`src/rtl/strrep_pkg.sv`:
```
package strrep_pkg;
    typedef enum logic [2:0] {
        OP_MOVE  = 3'd0,
        OP_LOAD  = 3'd1,
        OP_STORE = 3'd2,
        OP_SCAN  = 3'd3,
        OP_CMP   = 3'd4
    } op_e;

    typedef enum logic [1:0] {
        REP_NONE     = 2'd0,
        REP_WHILE_EQ = 2'd1,
        REP_WHILE_NE = 2'd2,
        REP_ALL      = 2'd3
    } rep_e;

    typedef enum logic [1:0] {
        ST_IDLE = 2'd0,
        ST_XFER = 2'd1,
        ST_FIN  = 2'd2
    } state_e;
endpackage

```
`src/rtl/strrep_fsm.sv`:
```
module strrep_fsm
    import strrep_pkg::*;
(
    input  logic clk,
    input  logic rst_n,
    input  logic start,
    input  logic skip,
    input  logic elem_done,
    input  logic last_elem,
    output logic busy,
    output logic done,
    output logic xfer,
    output logic accept,
    output logic load_cfg
);
    state_e state_q, state_d;

    always_comb begin
        state_d = state_q;
        unique case (state_q)
            ST_IDLE: if (start) state_d = skip ? ST_FIN : ST_XFER;  // launch / skip
            ST_XFER: if (elem_done && last_elem) state_d = ST_FIN;  // finish, else next
            ST_FIN:  state_d = ST_IDLE;                              // retire
            default: state_d = ST_IDLE;
        endcase
    end

    always_ff @(posedge clk or negedge rst_n) begin
        if (!rst_n) state_q <= ST_IDLE;
        else        state_q <= state_d;
    end

    always_comb begin
        busy     = (state_q != ST_IDLE);
        done     = (state_q == ST_FIN);
        xfer     = (state_q == ST_XFER);
        accept   = (state_q == ST_XFER) && elem_done;
        load_cfg = (state_q == ST_IDLE) && start;
    end
endmodule

```
`src/rtl/strrep_regs.sv`:
```
module strrep_regs
    import strrep_pkg::*;
#(
    parameter int IDX_W = 16,
    parameter int LANES = 2
) (
    input  logic             clk,
    input  logic             rst_n,
    input  logic             load_cfg,
    input  logic             accept,
    input  op_e              op_in,
    input  logic             word_in,
    input  logic             dir_in,
    input  rep_e             rep_in,
    input  logic [IDX_W-1:0] src_init,
    input  logic [IDX_W-1:0] dst_init,
    input  logic [IDX_W-1:0] cnt_init,
    input  logic             eq,
    output op_e              op_q,
    output logic             word_q,
    output logic             dir_q,
    output rep_e             rep_q,
    output logic [IDX_W-1:0] src_idx,
    output logic [IDX_W-1:0] dst_idx,
    output logic [IDX_W-1:0] cnt,
    output logic             zf,
    output logic             last_elem
);
    logic [IDX_W-1:0] step, src_nxt, dst_nxt, cnt_nxt;
    logic use_src, use_dst, is_cmp, zf_stop;

    always_comb begin
        step    = word_q ? IDX_W'(LANES) : IDX_W'(1);
        src_nxt = dir_q ? src_idx - step : src_idx + step;
        dst_nxt = dir_q ? dst_idx - step : dst_idx + step;
        cnt_nxt = cnt - IDX_W'(1);
        use_src = (op_q == OP_MOVE) || (op_q == OP_LOAD) || (op_q == OP_CMP);
        use_dst = (op_q != OP_LOAD);
        is_cmp  = (op_q == OP_SCAN) || (op_q == OP_CMP);
        zf_stop = is_cmp && (((rep_q == REP_WHILE_EQ) && !eq) ||
                             ((rep_q == REP_WHILE_NE) && eq));
        last_elem = (rep_q == REP_NONE) || (cnt_nxt == '0) || zf_stop;
    end

    always_ff @(posedge clk or negedge rst_n) begin
        if (!rst_n) begin
            op_q    <= OP_MOVE;
            word_q  <= 1'b0;
            dir_q   <= 1'b0;
            rep_q   <= REP_NONE;
            src_idx <= '0;
            dst_idx <= '0;
            cnt     <= '0;
            zf      <= 1'b0;
        end else if (load_cfg) begin
            op_q    <= op_in;
            word_q  <= word_in;
            dir_q   <= dir_in;
            rep_q   <= rep_in;
            src_idx <= src_init;
            dst_idx <= dst_init;
            cnt     <= cnt_init;
        end else if (accept) begin
            if (use_src)           src_idx <= src_nxt;
            if (use_dst)           dst_idx <= dst_nxt;
            if (rep_q != REP_NONE) cnt     <= cnt_nxt;
            if (is_cmp)            zf      <= eq;
        end
    end
endmodule

```
`src/rtl/strrep_cmp.sv`:
```
module strrep_cmp #(
    parameter int DATA_W = 16
) (
    input  logic              word,
    input  logic [DATA_W-1:0] lhs,
    input  logic [DATA_W-1:0] rhs,
    output logic              eq
);
    localparam int LANES = DATA_W / 8;
    logic [LANES-1:0] lane_eq;

    for (genvar i = 0; i < LANES; i++) begin : g_lane
        assign lane_eq[i] = (lhs[8*i +: 8] == rhs[8*i +: 8]);
    end

    assign eq = word ? (&lane_eq) : lane_eq[0];
endmodule

```
`src/rtl/strrep_ctrl.sv`:
```
module strrep_ctrl
    import strrep_pkg::*;
#(
    parameter int IDX_W  = 16,
    parameter int DATA_W = 16
) (
    input  logic              clk,
    input  logic              rst_n,
    input  logic              start,
    input  logic [2:0]        op_sel,
    input  logic              word_mode,
    input  logic              dir_down,
    input  logic [1:0]        rep_sel,
    input  logic [IDX_W-1:0]  src_init,
    input  logic [IDX_W-1:0]  dst_init,
    input  logic [IDX_W-1:0]  cnt_init,
    input  logic [DATA_W-1:0] acc_in,
    input  logic              elem_done,
    input  logic [DATA_W-1:0] src_rdata,
    input  logic [DATA_W-1:0] dst_rdata,
    output logic              rd_src,
    output logic              rd_dst,
    output logic              wr_dst,
    output logic [IDX_W-1:0]  src_idx,
    output logic [IDX_W-1:0]  dst_idx,
    output logic [IDX_W-1:0]  cnt,
    output logic [DATA_W-1:0] wr_data,
    output logic              acc_we,
    output logic [DATA_W-1:0] acc_wdata,
    output logic              zf,
    output logic              busy,
    output logic              done
);
    localparam int LANES = DATA_W / 8;

    op_e  op_q;
    rep_e rep_q;
    logic word_q, dir_q, xfer, accept, load_cfg, last_elem, eq, skip;
    logic [DATA_W-1:0] src_elem, acc_elem, dst_elem, cmp_lhs;

    assign skip = (rep_sel != 2'd0) && (cnt_init == '0);

    strrep_fsm u_fsm (
        .clk(clk), .rst_n(rst_n), .start(start), .skip(skip),
        .elem_done(elem_done), .last_elem(last_elem),
        .busy(busy), .done(done), .xfer(xfer), .accept(accept), .load_cfg(load_cfg)
    );

    strrep_regs #(.IDX_W(IDX_W), .LANES(LANES)) u_regs (
        .clk(clk), .rst_n(rst_n), .load_cfg(load_cfg), .accept(accept),
        .op_in(op_e'(op_sel)), .word_in(word_mode), .dir_in(dir_down),
        .rep_in(rep_e'(rep_sel)), .src_init(src_init), .dst_init(dst_init),
        .cnt_init(cnt_init), .eq(eq), .op_q(op_q), .word_q(word_q), .dir_q(dir_q),
        .rep_q(rep_q), .src_idx(src_idx), .dst_idx(dst_idx), .cnt(cnt), .zf(zf),
        .last_elem(last_elem)
    );

    always_comb begin
        src_elem = word_q ? src_rdata : {{(DATA_W-8){1'b0}}, src_rdata[7:0]};
        acc_elem = word_q ? acc_in    : {{(DATA_W-8){1'b0}}, acc_in[7:0]};
        dst_elem = word_q ? dst_rdata : {{(DATA_W-8){1'b0}}, dst_rdata[7:0]};
        cmp_lhs  = (op_q == OP_SCAN) ? acc_elem : src_elem;
    end

    strrep_cmp #(.DATA_W(DATA_W)) u_cmp (
        .word(word_q), .lhs(cmp_lhs), .rhs(dst_elem), .eq(eq)
    );

    always_comb begin
        rd_src    = xfer && ((op_q == OP_MOVE) || (op_q == OP_LOAD) || (op_q == OP_CMP));
        rd_dst    = xfer && ((op_q == OP_SCAN) || (op_q == OP_CMP));
        wr_dst    = xfer && ((op_q == OP_MOVE) || (op_q == OP_STORE));
        wr_data   = (op_q == OP_STORE) ? acc_elem : src_elem;
        acc_we    = accept && (op_q == OP_LOAD);
        acc_wdata = src_elem;
    end
endmodule

```
`config.mk`:
```
export PLATFORM = sky130hd
export DESIGN_NAME = strrep_ctrl
export DESIGN_NICKNAME = d
export VERILOG_FILES = /design/src/rtl/strrep_pkg.sv /design/src/rtl/strrep_fsm.sv /design/src/rtl/strrep_regs.sv /design/src/rtl/strrep_cmp.sv /design/src/rtl/strrep_ctrl.sv
export SDC_FILE = /design/constraint.sdc
export NUM_CORES = 1
export LEC_CHECK = 0
export ABC_AREA = 1
export BUFFER_PORTS_ARGS = -buffer_cell sky130_fd_sc_hd__buf_2
export CAP_MARGIN = 40
export CORE_AREA = 5 5 110 112
export DETAILED_ROUTE_END_ITERATION = 6
export DIE_AREA = 0 0 115 117
export GPL_TIMING_DRIVEN = 0
export HOLD_SLACK_MARGIN = 0.15
export PLACE_DENSITY = 0.84
export SLEW_MARGIN = 20
export SYNTH_ARGS = -nofsm -noshare
export SYNTH_HDL_FRONTEND = slang
export SYNTH_SLANG_ARGS = --single-unit
```
`constraint.sdc`:
```
create_clock -name clk -period 3.3 [get_ports clk]
set_clock_uncertainty 0.1 [all_clocks]
set_input_delay 0.495 -clock clk [delete_from_list [all_inputs] [get_ports clk]]
set_output_delay 0.495 -clock clk [all_outputs]
set_load 0.02 [all_outputs]
```
---- Word-level counts from Yosys, hierarchy flattened ----
Cells that the tools add are included.
storage, ports and cells
  bits in registers ....................... 58
  bits in latches ......................... 0
  bits in writable memories ............... 0
  bits in read-only memories .............. 0
  input bits .............................. 107
  output and inout port bits .............. 87
  memories ................................ 0
operators by class
  add/subtract/negate cells ............... 5
  multipliers ............................. 0
  divide/modulo/power cells ............... 0
  magnitude comparators ................... 0
  eq/ne operators ......................... 13
  shift-type cells ........................ 0
  mux-type cells .......................... 22
  bitwise gates (word level) .............. 1
  reduce and logical (&&, ||, !) cells .... 37
operator list
  kind                     count
  $mux W16                 16
  $add A16 B16 Y16         2
  $logic_not A16 Y1        2
  $sub A16 B16 Y16         2
  $eq A8 B8 Y1             2
  $sub A16 B1 Y16 const B  1
  $reduce_bool A2 Y1       7
  $logic_and A1 B1 Y1      11
  $reduce_and A2 Y1        5
  $mux W2                  4
  $logic_or A1 B1 Y1       7
  $eq A3 B2 Y1 const B     2
  $eq A2 B1 Y1 const B     2
  $eq A2 B2 Y1 const B     2
  $logic_not A2 Y1         2
  $pmux W2 S2              1
  $eq A3 B1 Y1 const B     1
  $eq A3 B3 Y1 const B     1
  $logic_not A3 Y1         1
  $ne A3 B1 Y1 const B     1
  $reduce_and A3 Y1        1
  $ne A2 B1 Y1 const B     1
  $ne A2 B2 Y1 const B     1
  $logic_not A1 Y1         1
  2 further kinds          2

---- Depth between registers and ports, before layout ----
  depth in word-level cells ............... 13
  mapped depth ............................ 18
  depth with buffers taken out ............ 16

---- Cells and area by module ----
A second synthesis with hierarchy kept.
unflattened totals
  cell total of the unflattened synthesis .. 905
  area total of the unflattened synthesis .. 5740.5 um2
by module, submodules not included
  module       instances  cells each  area an instance (um2)  seq. area each (um2)
  strrep_regs  1          687         4531.8                  1401.3
  strrep_ctrl  1          155         847.1                   0.0
  strrep_cmp   1          43          231.5                   0.0
  strrep_fsm   1          20          130.1                   50.0

---- Least setup slack after synthesis ----
Ideal clock, no wire load.
  path type ............................... reg2reg
  from .................................... register u_regs.dir_q
  to ...................................... register u_regs.dst_idx[9]
  arrival time ............................ 2.517 ns
  data required time ...................... 3.076 ns
  path slack .............................. 0.559 ns
  cell stages (with the launch flop) ...... 13
  clock period less this slack ............ 2.741 ns
  cells stage by stage .................... dfrtp_1 -> inv_1 -> nor2_1 -> ha_1 -> nand3_1 -> nand2_1 -> a21boi_0 -> o21ai_0 -> a21oi_1 -> or2_2 -> nand3_1 -> o211ai_1 -> nand2_1
between the ends
  word-level cells in the longest chain between the ends .. 4
RTL lines
  element                   line               source
  start: declaration        strrep_regs.sv:21  output logic dir_q,
  start signal: assignment  strrep_regs.sv:58  dir_q <= dir_in;
  $mux W16                  strrep_regs.sv:35  dst_nxt = dir_q ? dst_idx - step : dst_idx + step;
  $mux W16                  strrep_regs.sv:65  if (use_dst) dst_idx <= dst_nxt;
  $mux W16                  strrep_regs.sv:63  end else if (accept) begin
  $mux W16                  strrep_regs.sv:55  end else if (load_cfg) begin
  end signal: assignment    strrep_regs.sv:61  dst_idx <= dst_init;
  end signal: assignment    strrep_regs.sv:65
  end: declaration          strrep_regs.sv:24  output logic [IDX_W-1:0] dst_idx,
Every way passes these cells. The select of a mux whose other input is x is not followed.
A chain may end at the register's enable or synchronous reset.

---- Worst setup path after layout ----
Ends and elaborated chain as after synthesis.

==> metrics.md <==
| Metric | Value |
|---|---|
| Status | `complete, no violations` |
| GPL Wtd Cong | `0.981` |
| Vias | `6,246` |
| Clock power frac | `13.3%` |
| Most frequent cells after synthesis | `nand2_1 (265), inv_1 (85), nor2_1 (79)` |
| Crit end category | `flip-flop` |
| Worst path max stage delay | `0.76 ns` |
| Mapped cell area | `5350 um2` |
| Die Ht | `117 um` |
| WHS Path Cells | `3` |
| Die Area | `13,500 um2` |
| Fin worst setup slack | `0.228 ns` |
| Bufs on Longest Clock Path | `2` |
| Fin. Hold Viols | `0` |
| Worst R2R Setup Slack | `0.23 ns` |
| Post-Route WL | `17,900 um` |
| Placed cell area | `6510 um2` |
| Slew @ Worst Pin | `0.655 ns` |
| Share of the synthesized area in the top cell type | `27.1%` |
| Crit Path Max Fanout | `15` |
| CP cell instances | `inv_1, nor2_1, ha_1, nand3_1, nand2_1, a21boi_0, o21ai_0, a21oi_1, or2_2, nand3_1, o211ai_1, nand2_1` |
| Vias in the first global route | `5,854` |
| Sw frac | `52.5%` |
| Io pins | `194` |
| Share of cells above drive strength 1 | `23.6%` |
| CP Buf/Inv Count | `1` |
| Critical path class | `reg2reg` |
| Dpl ws | `0.283 ns` |
| Number of synthesized flops with an enable pin | `0` |
| Worst r2r src | `u_regs.dir_q` |
| Starting DRT DRC Count | `488` |
| RSZ-0062 raised after global routing | `no` |
| Worst Path Arrival | `3.18 ns` |
| M3 GR Usage | `4.27%` |
| Clk_lat worst skew | `0.33 ns` |
| CP top delay family | `compound AO/OA/AOI/OAI gates` |
| Area growth syn-to-layout | `28.8%` |
| Asr flop ratio synth | `100%` |
| Routed Antenna Nets | `0` |
| Busiest grt layer | `met2` |
| Core area | `11,100 um2` |
| Yosys warns | `0` |
| Design Area, Final | `6890 um2` |
| Die Width | `115 um` |
| Logic pwr share | `68.2%` |
| Post-CTS Resized | `0` |
| R2R depth | `12` |
| R2R Path End | `u_regs.dst_idx[9]` |
| H-Tree Depth | `3` |
| Setup violations, final | `0` |
| Max-cap violations | `0` |
| Clk sinks | `58` |
| Worst Path Required | `3.41 ns` |
| Fmax | `0.326 GHz` |
| P per Cell Area | `1150 nW/um2` |
| GRT overflow | `0` |
| Syn_nets | `966` |
| Crit-path slowest cell | `dfrtp_1` |
| Worst Hold Class | `in2reg` |
| Fin crit period | `3.07 ns` |
| Cell total after placement | `1,162` |
| Clock root buffer | `clkbuf_16` |
| Rows | `39` |
| Vias/cell | `5.29` |
| Synth area leader | `dfrtp_1` |
| Slew Limit Fails | `0` |
| DRC | `0` |
| Hold path startpoint | `src_init[15]` |
| TritonRoute pass-1 iters | `5` |
| Final Cycle Share | `93.1%` |
| Yosys reg bits | `58` |
| Fin Setup TNS | `0 ns` |
| Synth Area per Inst | `6.49 um2` |
| Leakage | `3.83 nW` |
| Initial core utilization | `48.1%` |
| CP Launch Point | `u_regs.dir_q` |
| P_sw | `4.17 mW` |
| Largest net degree at the start of global routing | `59` |
| First-pass GRT wire length | `28,400 um` |
| Pint | `3.77 mW` |
| Post-Layout Cell Count | `1,180` |
| Met1 Resource Use GR | `31.9%` |
| Top post-synthesis cells by area | `dfrtp_1 (27%), nand2_1 (19%), ha_1 (7.5%)` |
| Count leader, synth | `nand2_1` |
| Slew margin rel. | `56.4%` |
| Sequential Power Share | `18.5%` |
| Netlist cell types | `40` |
| WHS Endpoint | `u_regs.src_idx[15]` |
| Port bufs | `193` |
| Synth Flop Type | `dfrtp_1` |
| Max IR drop VDD | `0.000758 V` |
| Part of the Yosys area used for sequential elements | `27.1%` |
| WL per Instance | `15.1 um` |
| CTS clk-pin slew, worst paths | `0.05 ns` |
| Ant diodes | `0` |
| Met2 Use GR | `46.6%` |
| CTS tree | `built` |
| DP HPWL | `14,200 um` |
| All-Layer GR Usage | `26.4%` |
| Initial antenna violation count | `0` |
| Final net count | `1,173` |
| Total CTS buffers | `9` |
| Setup crit start kind | `flip-flop` |
| Syn Inst Count | `825` |
==> flip-flops by register name, indices dropped and copies added (netlist names) <==
| register | flops |
|---|---|
| u_fsm.state_q | 2 |
| u_regs.dir_q | 1 |
| u_regs.word_q | 1 |
| u_regs.dst_idx | 16 |
| u_regs.zf | 1 |
| u_regs.src_idx | 16 |
| u_regs.rep_q | 2 |
| u_regs.cnt | 16 |
| u_regs.op_q | 3 |
==> cell type report <==
class / count / area, um2
Clock buffer: 12 / 267
Buffer: 30 / 185
Sequential cell: 58 / 1450
Inverter: 88 / 330
Tap cell: 143 / 179
Multi-Input combinational cell: 649 / 3380
Clock inverter: 4 / 72.6
Fill cell: 1053 / 4240
Timing Repair Buffer: 196 / 1020
==> worst reg2reg max path, stage by stage (launching register included) <==
cell and delay, ns:
dfrtp_1 0.76, inv_1 0.12, nor2_1 0.37, ha_1 0.31, nand3_1 0.08, nand2_1 0.11, a21boi_0 0.32, o21ai_0 0.22
a21oi_1 0.20, or2_2 0.13, nand3_1 0.07, o211ai_1 0.11, nand2_1 0.07
==> placed cells by master (no fill, tap or decap), types with 12 or more instances in the layout <==
| cell | instances |
|---|---|
| inv_1 | 85 |
| nor2_1 | 79 |
| a21oi_1 | 39 |
| buf_2 | 199 |
| a22oi_1 | 12 |
| xor2_1 | 16 |
| o21ai_0 | 70 |
| dfrtp_1 | 58 |
| nand2_1 | 265 |
| nand3_1 | 45 |
| ha_1 | 32 |
==> power groups by stage <==
stage | clock, mW | sequential [mW] | combinational, mW
floorplan | 0 | 1.76 | 3.57
global placement | 0 | 1.49 | 5.20
detailed placement | 0 | 1.47 | 5.34
CTS | 1.06 | 1.47 | 5.39
global route | 1.09 | 1.53 | 6.08
finish | 1.05 | 1.47 | 5.41
==> logic make-up after synthesis <==
logic type,synth area share [%]
DFF,27.1
AOI/OAI and AO/OA,18.4
xor gates and xnor gates,4.26
adders and majority gates,8.23
and+or+nand+nor,32.4
buffers and inverters,9.64
==> how the worst max path moves through the flow <==
stage                              endpoint  slack, ns  depth (start not counted)
after floorplan           u_regs.dst_idx[9]       0.56                         12
after global placement    u_regs.dst_idx[9]      -0.03                         12
after detailed placement  u_regs.dst_idx[9]       0.28                         12
after CTS                 u_regs.dst_idx[9]       0.23                         12
after global routing      u_regs.dst_idx[9]      0.007                         12
final                     u_regs.dst_idx[9]       0.23                         12
==> per-stage QoR <==
| step | utilization (%) | power [mW] | hold slack, ns |
|---|---|---|---|
| 2_1_floorplan | - | 5.33 | 0.0994 |
| 3_3_place_gp | 58.4 | 6.68 | 0.394 |
| 3_5_place_dp | 58.5 | 6.81 | 0.403 |
| 4_1_cts | 61.6 | 7.92 | 0.171 |
| 5_1_grt | 61.9 | 8.70 | 0.300 |
| 6_report | 61.9 | 7.93 | 0.294 |
==> layer usage <==
layer	up-vias	part of all wire, %
li1	3128	-
met1	2794	40
met2	278	48
met3	46	8.7
met4	0	3.2
met5	-	0
==> what timing repair did <==
action	in CTS	in global routing
hold endpoints to repair	0	58
setup buffers	0	0
hold buffers	0	1
endpoints found under the setup margin	0	0
Note: power is estimated with default switching activity, not from simulation.
